==> src/rtl/mmr_pkg.sv <==
package mmr_pkg;

    // idle cycles inserted between two bus steps (line turnaround)
    localparam int STEP_GAP = 1;

    typedef enum logic [1:0] {
        ST_IDLE = 2'd0,
        ST_RD_A = 2'd1,   // A drives, hold flop captures
        ST_XFER = 2'd2,   // B drives, A writes, compare
        ST_WR_B = 2'd3    // controller drives hold bit, B writes
    } step_e;

    typedef struct packed {
        logic a_oe;
        logic b_oe;
        logic c_oe;
        logic a_wr;
        logic b_wr;
    } bus_ctl_t;

    function automatic bus_ctl_t ctl_of(step_e s);
        bus_ctl_t c;
        c = '0;
        case (s)
            ST_RD_A: c.a_oe = 1'b1;
            ST_XFER: begin
                c.b_oe = 1'b1;
                c.a_wr = 1'b1;
            end
            ST_WR_B: begin
                c.c_oe = 1'b1;
                c.b_wr = 1'b1;
            end
            default: c = '0;
        endcase
        return c;
    endfunction

    // slot offset at which each step runs; offset 0 stays idle after reset
    function automatic int step_offset(step_e s);
        case (s)
            ST_RD_A: return 1;
            ST_XFER: return 1 + (1 + STEP_GAP);
            ST_WR_B: return 1 + 2 * (1 + STEP_GAP);
            default: return 0;
        endcase
    endfunction

endpackage

==> src/rtl/mmr_slot_timer.sv <==
module mmr_slot_timer #(
    parameter int ADDR_W   = 3,
    parameter int SLOT_CYC = 128,
    localparam int CNT_W   = $clog2(SLOT_CYC)
) (
    input  logic              clk,
    input  logic              rst,
    output logic [CNT_W-1:0]  slot_cnt,
    output logic [ADDR_W-1:0] addr
);
    localparam logic [CNT_W-1:0] SLOT_LAST = CNT_W'(SLOT_CYC - 1);

    always_ff @(posedge clk) begin
        if (rst) begin
            slot_cnt <= '0;
            addr     <= '0;
        end else if (slot_cnt == SLOT_LAST) begin
            slot_cnt <= '0;
            addr     <= addr + 1'b1;
        end else begin
            slot_cnt <= slot_cnt + 1'b1;
        end
    end
endmodule

==> src/rtl/mmr_step_decode.sv <==
module mmr_step_decode
    import mmr_pkg::*;
#(
    parameter int CNT_W = 7
) (
    input  logic [CNT_W-1:0] slot_cnt,
    output step_e            step,
    output bus_ctl_t         ctl
);
    localparam logic [CNT_W-1:0] OFF_RD = CNT_W'(step_offset(ST_RD_A));
    localparam logic [CNT_W-1:0] OFF_XF = CNT_W'(step_offset(ST_XFER));
    localparam logic [CNT_W-1:0] OFF_WB = CNT_W'(step_offset(ST_WR_B));

    always_comb begin
        if (slot_cnt == OFF_RD)      step = ST_RD_A;
        else if (slot_cnt == OFF_XF) step = ST_XFER;
        else if (slot_cnt == OFF_WB) step = ST_WR_B;
        else                         step = ST_IDLE;
        ctl = ctl_of(step);
    end
endmodule

==> src/rtl/mmr_strobe_shaper.sv <==
module mmr_strobe_shaper #(
    parameter int N = 2
) (
    input  logic         clk,
    input  logic         rst,
    input  logic [N-1:0] lvl,
    output logic [N-1:0] strb
);
    logic [N-1:0] half_q;

    for (genvar i = 0; i < N; i++) begin : g_strb
        // falling-edge flop opens the strobe mid-cycle; rising-edge level closes it
        always_ff @(negedge clk) begin
            if (rst) half_q[i] <= 1'b0;
            else     half_q[i] <= lvl[i];
        end
        assign strb[i] = lvl[i] & half_q[i];
    end
endmodule

==> src/rtl/mmr_hold_compare.sv <==
module mmr_hold_compare
    import mmr_pkg::*;
#(
    parameter int ADDR_W = 3
) (
    input  logic              clk,
    input  logic              rst,
    input  logic              clr,
    input  step_e             step,
    input  logic              line_in,
    input  logic [ADDR_W-1:0] addr,
    output logic              hold_bit,
    output logic              miss,
    output logic              err_flag,
    output logic [ADDR_W-1:0] err_addr
);
    always_ff @(posedge clk) begin
        if (rst)                  hold_bit <= 1'b0;
        else if (step == ST_RD_A) hold_bit <= line_in;
    end

    assign miss = (step == ST_XFER) && (line_in != hold_bit);

    always_ff @(posedge clk) begin
        if (rst) begin
            err_flag <= 1'b0;
            err_addr <= '0;
        end else if (miss && (!err_flag || clr)) begin
            err_flag <= 1'b1;
            err_addr <= addr;
        end else if (clr) begin
            err_flag <= 1'b0;
            err_addr <= '0;
        end
    end
endmodule

==> src/rtl/mirror_swap_refresh.sv <==
module mirror_swap_refresh
    import mmr_pkg::*;
#(
    parameter int ADDR_W   = 3,
    parameter int SLOT_CYC = 128
) (
    input  logic              clk,
    input  logic              rst,
    input  logic              err_clr,
    input  logic              line_in,
    output logic [ADDR_W-1:0] mem_addr,
    output logic              mem_a_oe,
    output logic              mem_b_oe,
    output logic              mem_a_we,
    output logic              mem_b_we,
    output logic              line_oe,
    output logic              line_out,
    output logic              err_flag,
    output logic [ADDR_W-1:0] err_addr
);
    localparam int CNT_W = $clog2(SLOT_CYC);

    logic [CNT_W-1:0] slot_cnt;
    step_e            step;
    bus_ctl_t         ctl;
    logic [1:0]       wr_lvl;
    logic [1:0]       wr_strb;
    logic             hold_bit;
    logic             miss_now;

    mmr_slot_timer #(.ADDR_W(ADDR_W), .SLOT_CYC(SLOT_CYC)) u_timer (
        .clk      (clk),
        .rst      (rst),
        .slot_cnt (slot_cnt),
        .addr     (mem_addr)
    );

    mmr_step_decode #(.CNT_W(CNT_W)) u_dec (
        .slot_cnt (slot_cnt),
        .step     (step),
        .ctl      (ctl)
    );

    assign wr_lvl = {ctl.b_wr, ctl.a_wr};

    mmr_strobe_shaper #(.N(2)) u_strb (
        .clk  (clk),
        .rst  (rst),
        .lvl  (wr_lvl),
        .strb (wr_strb)
    );

    mmr_hold_compare #(.ADDR_W(ADDR_W)) u_cmp (
        .clk      (clk),
        .rst      (rst),
        .clr      (err_clr),
        .step     (step),
        .line_in  (line_in),
        .addr     (mem_addr),
        .hold_bit (hold_bit),
        .miss     (miss_now),
        .err_flag (err_flag),
        .err_addr (err_addr)
    );

    assign mem_a_oe = ctl.a_oe;
    assign mem_b_oe = ctl.b_oe;
    assign line_oe  = ctl.c_oe;
    assign line_out = ctl.c_oe & hold_bit;
    assign mem_a_we = wr_strb[0];
    assign mem_b_we = wr_strb[1];
endmodule

==> config.mk <==
export PLATFORM = sky130hd
export DESIGN_NAME = mirror_swap_refresh
export DESIGN_NICKNAME = d
export VERILOG_FILES = /design/src/rtl/mmr_pkg.sv /design/src/rtl/mmr_slot_timer.sv /design/src/rtl/mmr_step_decode.sv /design/src/rtl/mmr_strobe_shaper.sv /design/src/rtl/mmr_hold_compare.sv /design/src/rtl/mirror_swap_refresh.sv
export SDC_FILE = /design/constraint.sdc
export NUM_CORES = 1
export LEC_CHECK = 0
export BUFFER_PORTS_ARGS = -buffer_cell sky130_fd_sc_hd__buf_2
export CAP_MARGIN = 0
export CORE_MARGIN = 2
export CORE_UTILIZATION = 45
export CTS_CLUSTER_DIAMETER = 200
export DETAILED_ROUTE_END_ITERATION = 6
export PLACE_DENSITY = 0.68
export SKIP_CTS_REPAIR_TIMING = 1
export SLEW_MARGIN = 10
export SYNTH_ARGS = -nofsm -noshare
export SYNTH_HDL_FRONTEND = slang
export SYNTH_SLANG_ARGS = --single-unit
export TNS_END_PERCENT = 1
==> constraint.sdc <==
create_clock -name clk -period 2.97 [get_ports clk]
set_input_delay 0.1485 -clock clk [delete_from_list [all_inputs] [get_ports clk]]
set_output_delay 0.1485 -clock clk [all_outputs]
set_load 0.05 [all_outputs]
==> impl_metrics.py <==
metrics = {
    "critical_path": {
        "start_kind": "flip-flop",
        "cp.required_ns": 1.76,
        "end_kind": "flip-flop",
        "crit_type": "flip-flop to flip-flop",
        "worst-endpoint-arrival_ns": 1.52,
        "r2r_setup_slack_ns": 0.23,
        "path_max_fanout": 4,
    },
    "die": {
        "initial_core_util_pct": 46.59,
        "dieArea_mm2": 0.002099,
        "num_rows": 15,
        "dieHeight_um": 45.82,
        "fp.dieW_um": 45.82,
        "core_area_mm2": 0.001689,
        "ios": 17,
    },
    "layout": {
        "regArea_um2": 340.3,
        "multi_input_area_um2": 422.9,
        "fill_cells": 176,
        "final_nets": 111,
        "synthToLayoutAreaGrowth_pct": 17.96,
        "drive_gt1_share_pct": 29.13,
        "final_core_util_pct": 54.96,
        "diodes": 0,
    },
    "power": {
        "leakage_uw": 0.0004294,
        "power.density_mw_per_mm2": 435.1,
        "total_power_uw": 403.9,
        "max-vdd-ir-drop_mv": 0.2093,
    },
    "synthesis": {
        "synth_cell_types": 27,
        "synthFlopType": "dfxtp_1",
        "syn_area_um2": 787.0,
        "synthTopCellsByArea": "dfxtp_1 (43%), mux2i_1 (6.4%), ha_1 (4.8%), nand2b_1 (4.0%), xor2_1 (3.3%)",
        "syn_nets": 89,
        "synth_edf_count": 0,
        "synth.most_common_cell": "dfxtp_1",
        "ys_seq_area_share_pct": 43.24,
        "ys_ff_latch": 17,
        "async_flop_share_pct": 0,
        "yosysTopAreaCell": "dfxtp_1",
        "synth_common_cells": "dfxtp_1 (17), inv_1 (5), mux2i_1 (5), nand2_1 (5), nand2b_1 (5)",
        "synth.yosys.warnings": 0,
        "yosysTopAreaCellShare_pct": 43.24,
        "synth.avg_cell_area_um2": 9.598,
        "netlist_instances": 82,
    },
    "global_route": {
        "grt_first_pass_wirelength_mm": 2.373,
        "grt_antenna_before_repair": 0,
        "grt_max_degree": 19,
        "overflow": 0,
        "grt_pass1_vias": 570,
        "gr-usage-all-layers_pct": 15.70,
    },
    "placement": {
        "routabilityCongestion": 0.6841,
        "hpwl_mm": 1.115,
        "io_buffer_count": 16,
        "preCtsSetupSlack_ns": 0.2065,
    },
    "clock_network": {
        "cts_tree": "built",
        "clockRootBuffer": "clkbuf_4",
        "clock_path_buffers": 2,
        "cts.sinks": 17,
        "numCtsBuffers": 3,
        "cts.htree.levels": 1,
        "worst_skew_pair.late_latency_ns": 0.33,
        "clkTransAtPathRegs_ns": 0.10,
    },
    "drt": {
        "antenna_left": 0,
        "drt_iter0_markers": 1,
        "first_pass_iters": 2,
        "routed_wl_mm": 1.408,
        "num_vias": 616,
        "vias_per_cell": 5.133,
        "wl_per_cell_um": 11.73,
        "drc": 0,
    },
    "sta": {
        "rsz0062_at_grt": "no",
        "finalSetupTns_ns": 0,
        "worst_slew_pin_slew_ns": 0.3475,
        "clock_skew_ns": 0.05477,
        "maxSlewViolCount": 0,
        "setup_viol": 0,
        "maxSlewHeadroom_pct": 76.76,
        "fin_ws_ns": 0.2311,
        "hold_viol_final": 0,
        "hold_ws_ns": 0.1292,
    },
    "min_path": {
        "hold_path.class": "input pin to flip-flop",
    },
    "run_status": {
        "outcome": "complete, no violations",
    },
    "run": {
        "drv_cap": 0,
    },
}
logic make-up (layout without fill, tap and decap cells):
logic type	count (synthesis)	in the layout	synth area share, %
AO/OA/AOI/OAI	9	9	7.154
XOR/XNOR	4	4	4.452
adder cells (fa/ha/maj)	3	3	4.770
buffers and inverters	7	28	3.339
flip-flops	17	17	43.24
multiplexers	5	5	6.360
AND/OR/NAND/NOR	37	37	30.68
metrics by stage:
stage	cell area, um2	std cells
after CTS	928.4	120
after global placement	898.4	115
final	928.4	120
after floorplan	789.5	82
after detailed placement	898.4	115
after global routing	928.4	120
final cells by class:
class	instances	area share (%)
Timing Repair Buffer	18	10.24
Clock inverter	3	1.213
Inverter	4	1.617
Tap cell	17	2.291
Multi-Input combinational cell	58	45.55
Sequential cell	17	36.66
Clock buffer	3	2.426
final timing paths:
| check | end | cells after the start | start |
|---|---|---|---|
| min reg2reg | u_cmp.err_addr[1] | 2 | u_cmp.err_addr[1] |
| max reg2reg | u_strb.half_q[0] | 4 | u_timer.slot_cnt[0] |
| max | u_strb.half_q[0] | 4 | u_timer.slot_cnt[0] |
| min | u_cmp.hold_bit | 3 | line_in |
power by group:
group | total (uW) | internal (uW) | switching, uW
Combinational | 39.9 | 14.9 | 25.0
Clock | 126 | 52.2 | 73.8
Sequential | 238 | 233 | 4.77
Total | 404 | 300 | 104
critical path, cell delays in order, from the launching register on:
cell	delay, ns
dfxtp_1	0.39
ha_1	0.24
nor3b_1	0.29
and2_2	0.20
nor2b_1	0.12
layout by cell type, fill, tap and decap left out, drive strengths merged, types with 4 or more instances in the layout:
master,synthesis,final
nand2b,5,5
mux2i,5,5
inv,5,6
a21oi,4,4
nand2,5,5
nor3,4,4
buf,0,18
dfxtp,17,17
metal layers:
metal | track usage (%) | share of wire [%] | routed length (um) | up-vias
met2 | 26.20 | 50 | 709 | 9
li1 | - | - | - | 325
met1 | 19.09 | 45 | 639 | 280
met3 | 3.571 | 3.1 | 44 | 2
met5 | 0 | 0 | 0 | -
met4 | 6.857 | 1.1 | 15 | 0
state kept, by name, indices dropped and copies added (netlist names):
register          count
u_timer.slot_cnt      7
u_cmp.err_addr        3
u_timer.addr          3
u_strb.half_q         2
u_cmp.err_flag        1
u_cmp.hold_bit        1
(Power assumes the default switching activity.)
